File: config.mk
export PLATFORM = sky130hd
export DESIGN_NAME = psw_flag_unit
export DESIGN_NICKNAME = d
export VERILOG_FILES = /design/src/rtl/psw_pkg.sv /design/src/rtl/psw_flag_calc.sv /design/src/rtl/psw_byte_lane.sv /design/src/rtl/psw_flag_unit.sv
export SDC_FILE = /design/constraint.sdc
export NUM_CORES = 1
export LEC_CHECK = 0
export ABC_AREA = 0
export BUFFER_PORTS_ARGS = -buffer_cell sky130_fd_sc_hd__buf_2
export CORE_MARGIN = 2
export CORE_UTILIZATION = 30
export CTS_CLUSTER_SIZE = 10
export DETAILED_ROUTE_END_ITERATION = 12
export PLACE_DENSITY = 0.63
export SLEW_MARGIN = 15
export SYNTH_ARGS = -nofsm -noshare
export SYNTH_HDL_FRONTEND = slang
export SYNTH_SLANG_ARGS = --single-unit
File: constraint.sdc
create_clock -name clk -period 1.1 [get_ports clk]
set_input_delay 0.11 -clock clk [delete_from_list [all_inputs] [get_ports clk]]
set_output_delay 0.11 -clock clk [all_outputs]
set_load 0.005 [all_outputs]
File: src/rtl/psw_pkg.sv
package psw_pkg;

    localparam int PSW_W  = 16;
    localparam int BYTE_W = 8;
    localparam int LANES  = PSW_W / BYTE_W;
    localparam int MASK_W = 4;

    // bit positions inside the packed word
    localparam int B_CY  = 0;
    localparam int B_LT  = 1;
    localparam int B_PV  = 2;
    localparam int B_IE  = 3;
    localparam int B_AC  = 4;
    localparam int B_RSS = 5;
    localparam int B_Z   = 6;
    localparam int B_S   = 7;

    // positions inside the per-flag update mask
    localparam int M_CY = 0;
    localparam int M_Z  = 1;
    localparam int M_S  = 2;
    localparam int M_PV = 3;

    typedef enum logic [1:0] {
        OPC_ARITH = 2'd0,
        OPC_LOGIC = 2'd1,
        OPC_BIT   = 2'd2
    } op_class_e;

    typedef struct packed {
        logic s;
        logic z;
        logic pv;
        logic cy;
    } cond_t;

endpackage

File: src/rtl/psw_flag_calc.sv
module psw_flag_calc
    import psw_pkg::*;
(
    input  logic [PSW_W-1:0] res_i,
    input  logic             word_i,
    input  op_class_e        cls_i,
    input  logic             carry_i,
    input  logic             borrow_i,
    input  logic             ovf_i,
    input  logic             bit_res_i,
    output cond_t            cond_o
);

    logic [BYTE_W-1:0] res_lo;
    logic              top_bit;
    logic              is_zero;
    logic              odd_ones;

    always_comb begin
        res_lo   = res_i[BYTE_W-1:0];
        top_bit  = word_i ? res_i[PSW_W-1] : res_lo[BYTE_W-1];
        is_zero  = word_i ? (res_i == '0) : (res_lo == '0);
        odd_ones = word_i ? (^res_i) : (^res_lo);
    end

    always_comb begin
        cond_o.s = top_bit;
        cond_o.z = is_zero;
        unique case (cls_i)
            OPC_ARITH: begin
                cond_o.cy = carry_i | borrow_i;
                cond_o.pv = ovf_i;
            end
            OPC_LOGIC: begin
                cond_o.cy = carry_i | borrow_i;
                cond_o.pv = ~odd_ones;
            end
            OPC_BIT: begin
                cond_o.cy = bit_res_i;
                cond_o.pv = ovf_i;
            end
            default: begin
                cond_o.cy = 1'b0;
                cond_o.pv = 1'b0;
            end
        endcase
    end

endmodule

File: src/rtl/psw_byte_lane.sv
module psw_byte_lane #(
    parameter int             W    = 8,
    parameter logic [W-1:0]   LIVE = '1
) (
    input  logic         clk,
    input  logic         rst_n,
    input  logic         ld_i,
    input  logic [W-1:0] ld_data_i,
    input  logic [W-1:0] upd_en_i,
    input  logic [W-1:0] upd_val_i,
    output logic [W-1:0] q_o
);

    logic [W-1:0] nxt;

    for (genvar b = 0; b < W; b++) begin : g_bit
        assign nxt[b] = ld_i        ? ld_data_i[b] :
                        upd_en_i[b] ? upd_val_i[b] : q_o[b];
    end

    always_ff @(posedge clk or negedge rst_n) begin
        if (!rst_n) begin
            q_o <= '0;
        end else begin
            q_o <= nxt & LIVE;
        end
    end

endmodule

File: src/rtl/psw_flag_unit.sv
module psw_flag_unit
    import psw_pkg::*;
#(
    parameter logic [15:0] LIVE_BITS = 16'hF0FF
) (
    input  logic        clk,
    input  logic        rst_n,
    input  logic [15:0] alu_res_i,
    input  logic        alu_carry_i,
    input  logic        alu_borrow_i,
    input  logic        alu_ovf_i,
    input  logic        bit_res_i,
    input  logic        word_op_i,
    input  logic [1:0]  op_class_i,
    input  logic [3:0]  flag_upd_i,
    input  logic        wr_lo_i,
    input  logic        wr_hi_i,
    input  logic [15:0] wr_data_i,
    input  logic        restore_i,
    input  logic [15:0] restore_data_i,
    output logic [15:0] psw_o,
    output logic        cy_o,
    output logic        z_o,
    output logic        s_o,
    output logic        pv_o
);

    cond_t             cond;
    logic [PSW_W-1:0]  upd_en;
    logic [PSW_W-1:0]  upd_val;
    logic [LANES-1:0]  byte_wr;

    psw_flag_calc u_calc (
        .res_i     (alu_res_i),
        .word_i    (word_op_i),
        .cls_i     (op_class_e'(op_class_i)),
        .carry_i   (alu_carry_i),
        .borrow_i  (alu_borrow_i),
        .ovf_i     (alu_ovf_i),
        .bit_res_i (bit_res_i),
        .cond_o    (cond)
    );

    always_comb begin
        upd_en        = '0;
        upd_val       = '0;
        upd_en[B_CY]  = flag_upd_i[M_CY];
        upd_val[B_CY] = cond.cy;
        upd_en[B_Z]   = flag_upd_i[M_Z];
        upd_val[B_Z]  = cond.z;
        upd_en[B_S]   = flag_upd_i[M_S];
        upd_val[B_S]  = cond.s;
        upd_en[B_PV]  = flag_upd_i[M_PV];
        upd_val[B_PV] = cond.pv;
    end

    assign byte_wr = {wr_hi_i, wr_lo_i};

    for (genvar l = 0; l < LANES; l++) begin : g_lane
        logic              lane_ld;
        logic [BYTE_W-1:0] lane_data;

        assign lane_ld   = restore_i | byte_wr[l];
        assign lane_data = restore_i ? restore_data_i[l*BYTE_W +: BYTE_W]
                                     : wr_data_i[l*BYTE_W +: BYTE_W];

        psw_byte_lane #(
            .W    (BYTE_W),
            .LIVE (LIVE_BITS[l*BYTE_W +: BYTE_W])
        ) u_lane (
            .clk       (clk),
            .rst_n     (rst_n),
            .ld_i      (lane_ld),
            .ld_data_i (lane_data),
            .upd_en_i  (upd_en[l*BYTE_W +: BYTE_W]),
            .upd_val_i (upd_val[l*BYTE_W +: BYTE_W]),
            .q_o       (psw_o[l*BYTE_W +: BYTE_W])
        );
    end

    assign cy_o = psw_o[B_CY];
    assign z_o  = psw_o[B_Z];
    assign s_o  = psw_o[B_S];
    assign pv_o = psw_o[B_PV];

endmodule

==> reports/qor.yml <==
status:
  outcome: "finished, final reports clean"
place:
  dp_hpwl_um: 2220
  dpl_cell_area_sq_um: 1480
  io_buffers: 71
  gp_congestion: 0.650
  dp_cells: 226
floorplan:
  die_width_um: 61.7
  core_sq_um: 3100
  ioPinCount: 84
  dieArea_sq_um: 3800
  start_util_pct: 32.1
  rows: 20
  fp.dieH_um: 61.7
power:
  peakVddDrop_mv: 0.370
  p_per_area_nw_per_um2: 899
  total_power_mw: 1.39
  leakage_nw: 0.824
drt:
  drt-wirelength-per-cell_um: 10.9
  drt_iter0_drc: 24
  dr.pass1.iters: 4
  finalWirelength_um: 2520
  num_vias: 1012
  vias_per_cell: 4.38
  drc: 0
  ant_nets: 0
cells_and_area:
  syn2layout_area_growth_pct: 54.5
  fin_area_sq_um: 1540
  largest_register_ffs: 12
  drive_above_1_share_pct: 55.6
  fin_cells: 231
  layout_common_cells: "buf_2, dfrtp_1, nand2_1, o21ai_0"
  seq_area_sq_um: 300
  fillers: 306
  multi_input_area_sq_um: 658
  reg_top3: "g_lane.u_lane.q_o: 12 flops"
  regMostFlops: "g_lane.u_lane.q_o"
  layout.cells.most_common: "buf_2"
  fin_nets: 260
  num_antenna_cells: 0
critical_path:
  setup.worst_path.class: "input port to flop"
  path_max_fanout: 2
  cp-start-kind: "input port"
  worstPathRequired_ns: 1.25
  arrival_ns: 1.21
  critPathCaptureType: "flop"
  r2r_slack_ns: 0.12
  reg2reg_depth: 4
clock_tree:
  clock_latency_ns: 0.27
  postCtsSetupBuffers: 0
  clk_pin_slew_worst_paths_ns: 0.08
  clock-sinks: 12
  cts_tree: "yes"
  cts_htree_levels: 1
  cts_root_buffer: "clkbuf_4"
  clock_path_buffers: 2
  cts-buffers-inserted: 3
run:
  maxCapViolCount: 0
yosys:
  yosysUniqueCellTypes: 28
  syn-instance-count: 117
  ys_seq_area_share_pct: 30.1
  synth_mux_area_share_pct: 9.03
  synth_top_family_by_area: "buffers and inverters"
  synth_fa_ha_area_share_pct: 10.0
  synth_area_sq_um: 997
  synthSimpleGateAreaFrac_pct: 13.4
  ys_warn_count: 0
  synth-compound-area-share_pct: 15.1
  ys_ff_latch: 12
  yosys.area_share.xor_xnor_pct: 5.27
  avgSynthCellArea_sq_um: 8.52
timing:
  setup_viol: 0
  finalHoldViolCount: 0
  setup_tns_ns: 0
  max_freq_ghz: 0.943
  whs_ns: 0.0499
  fin_skew_ns: 0
  drv_slew: 0
  rsz0062_at_grt: "no"
  period_share_pct: 96.5
  fin_crit_ns: 1.06
grt:
  grt_pass1_vias: 954
  track_usage_pct: 13.4
  antenna_found_initial: 0
  grt_pass1_wl_um: 3720
  grt_start_max_net_pins: 21
  gr-total-overflow: 0
worst_hold_path:
  hold_path_depth: 3
  hold_path.class: "input port to flop"
[final timing paths]
kind | startpoint | end
setup / recovery | alu_res_i[3] | g_lane[0].u_lane.q_o[2]$_DFFE_PN0P_
hold / removal | restore_data_i[12] | g_lane[1].u_lane.q_o[4]$_DFFE_PN0P_
setup reg to reg | g_lane[0].u_lane.q_o[2]$_DFFE_PN0P_ | g_lane[0].u_lane.q_o[2]$_DFFE_PN0P_
hold reg to reg | g_lane[1].u_lane.q_o[4]$_DFFE_PN0P_ | g_lane[1].u_lane.q_o[4]$_DFFE_PN0P_
max in group asynchronous | rst_n | g_lane[0].u_lane.q_o[2]$_DFFE_PN0P_
min in group asynchronous | rst_n | g_lane[0].u_lane.q_o[5]$_DFFE_PN0N_
[cell usage after synthesis (all sizes together)]
library cell,count,area (sq um)
o311ai,1,26.3
xor2,1,8.76
nand2,10,37.5
o31ai,1,7.51
mux2i,9,90.1
a31oi,1,6.26
o211ai,1,7.51
inv,20,75.1
nor2,3,11.3
o21ai,10,50.1
ha,8,100
nor4bb,1,10.0
buf,11,83.8
conb,1,3.75
nor3,2,10.0
dfrtp,12,300
and3,1,6.26
nand4,2,12.5
a21oi,6,30.0
nand2b,2,12.5
clkbuf,2,7.51
nor2b,3,26.3
a211oi,3,22.5
nand3b,1,7.51
xnor2,5,43.8
[critical path: stages]
cell      delay (ns)
buf_2           0.16
inv_12          0.03
ha_4            0.23
xnor2_2         0.19
xnor2_2         0.13
nor4bb_2        0.29
nor3_1          0.07
[layer usage]
layer	vias to the layer above	wire length [um]	track usage, %
met3	2	314	2.31
met5	-	0	0
met1	439	1020	14.1
li1	512	-	-
met2	59	1170	25.3
met4	0	19	6.38
[repair_timing]
action	4_1_cts	5_1_grt
hold endpoints to repair	12	0
resized for setup	0	2
endpoints found under the setup margin	0	1
hold buffers	1	0
[where the power goes]
group	switching (mW)	internal (mW)	leakage, nW
clock	0.143	0.201	0.0210
combinational	0.234	0.293	0.658
sequential	0.0279	0.485	0.145
total	0.406	0.980	0.824
[area by class of cell]
class	count	share of cell area [%]
clock buffer	4	2.36
inverter	20	6.17
multi-input combinational	75	42.7
sequential	12	19.5
tap	44	3.57
timing repair buffer	76	25.7
[through the flow]
step	setup slack (ns)	utilization, %
3_3_place_gp	-0.239	47.7
2_1_floorplan	-0.00330	-
6_report	0.0390	49.6
4_1_cts	0.0300	49.2
5_1_grt	0.0100	49.6
3_5_place_dp	-0.272	47.7
[logic make-up (layout without fill, tap and decap cells)]
logic type               after synthesis  in the layout
AO/OA/AOI/OAI                         23             23
buffers and inverters                 33            100
other                                  1              4
multiplexers                           9              9
adder cells (fa/ha/maj)                8              8
flip-flops                            12             12
AND/OR/NAND/NOR                       25             25
XOR/XNOR                               6              6
No activity file was read; power rests on OpenSTA's default activity.
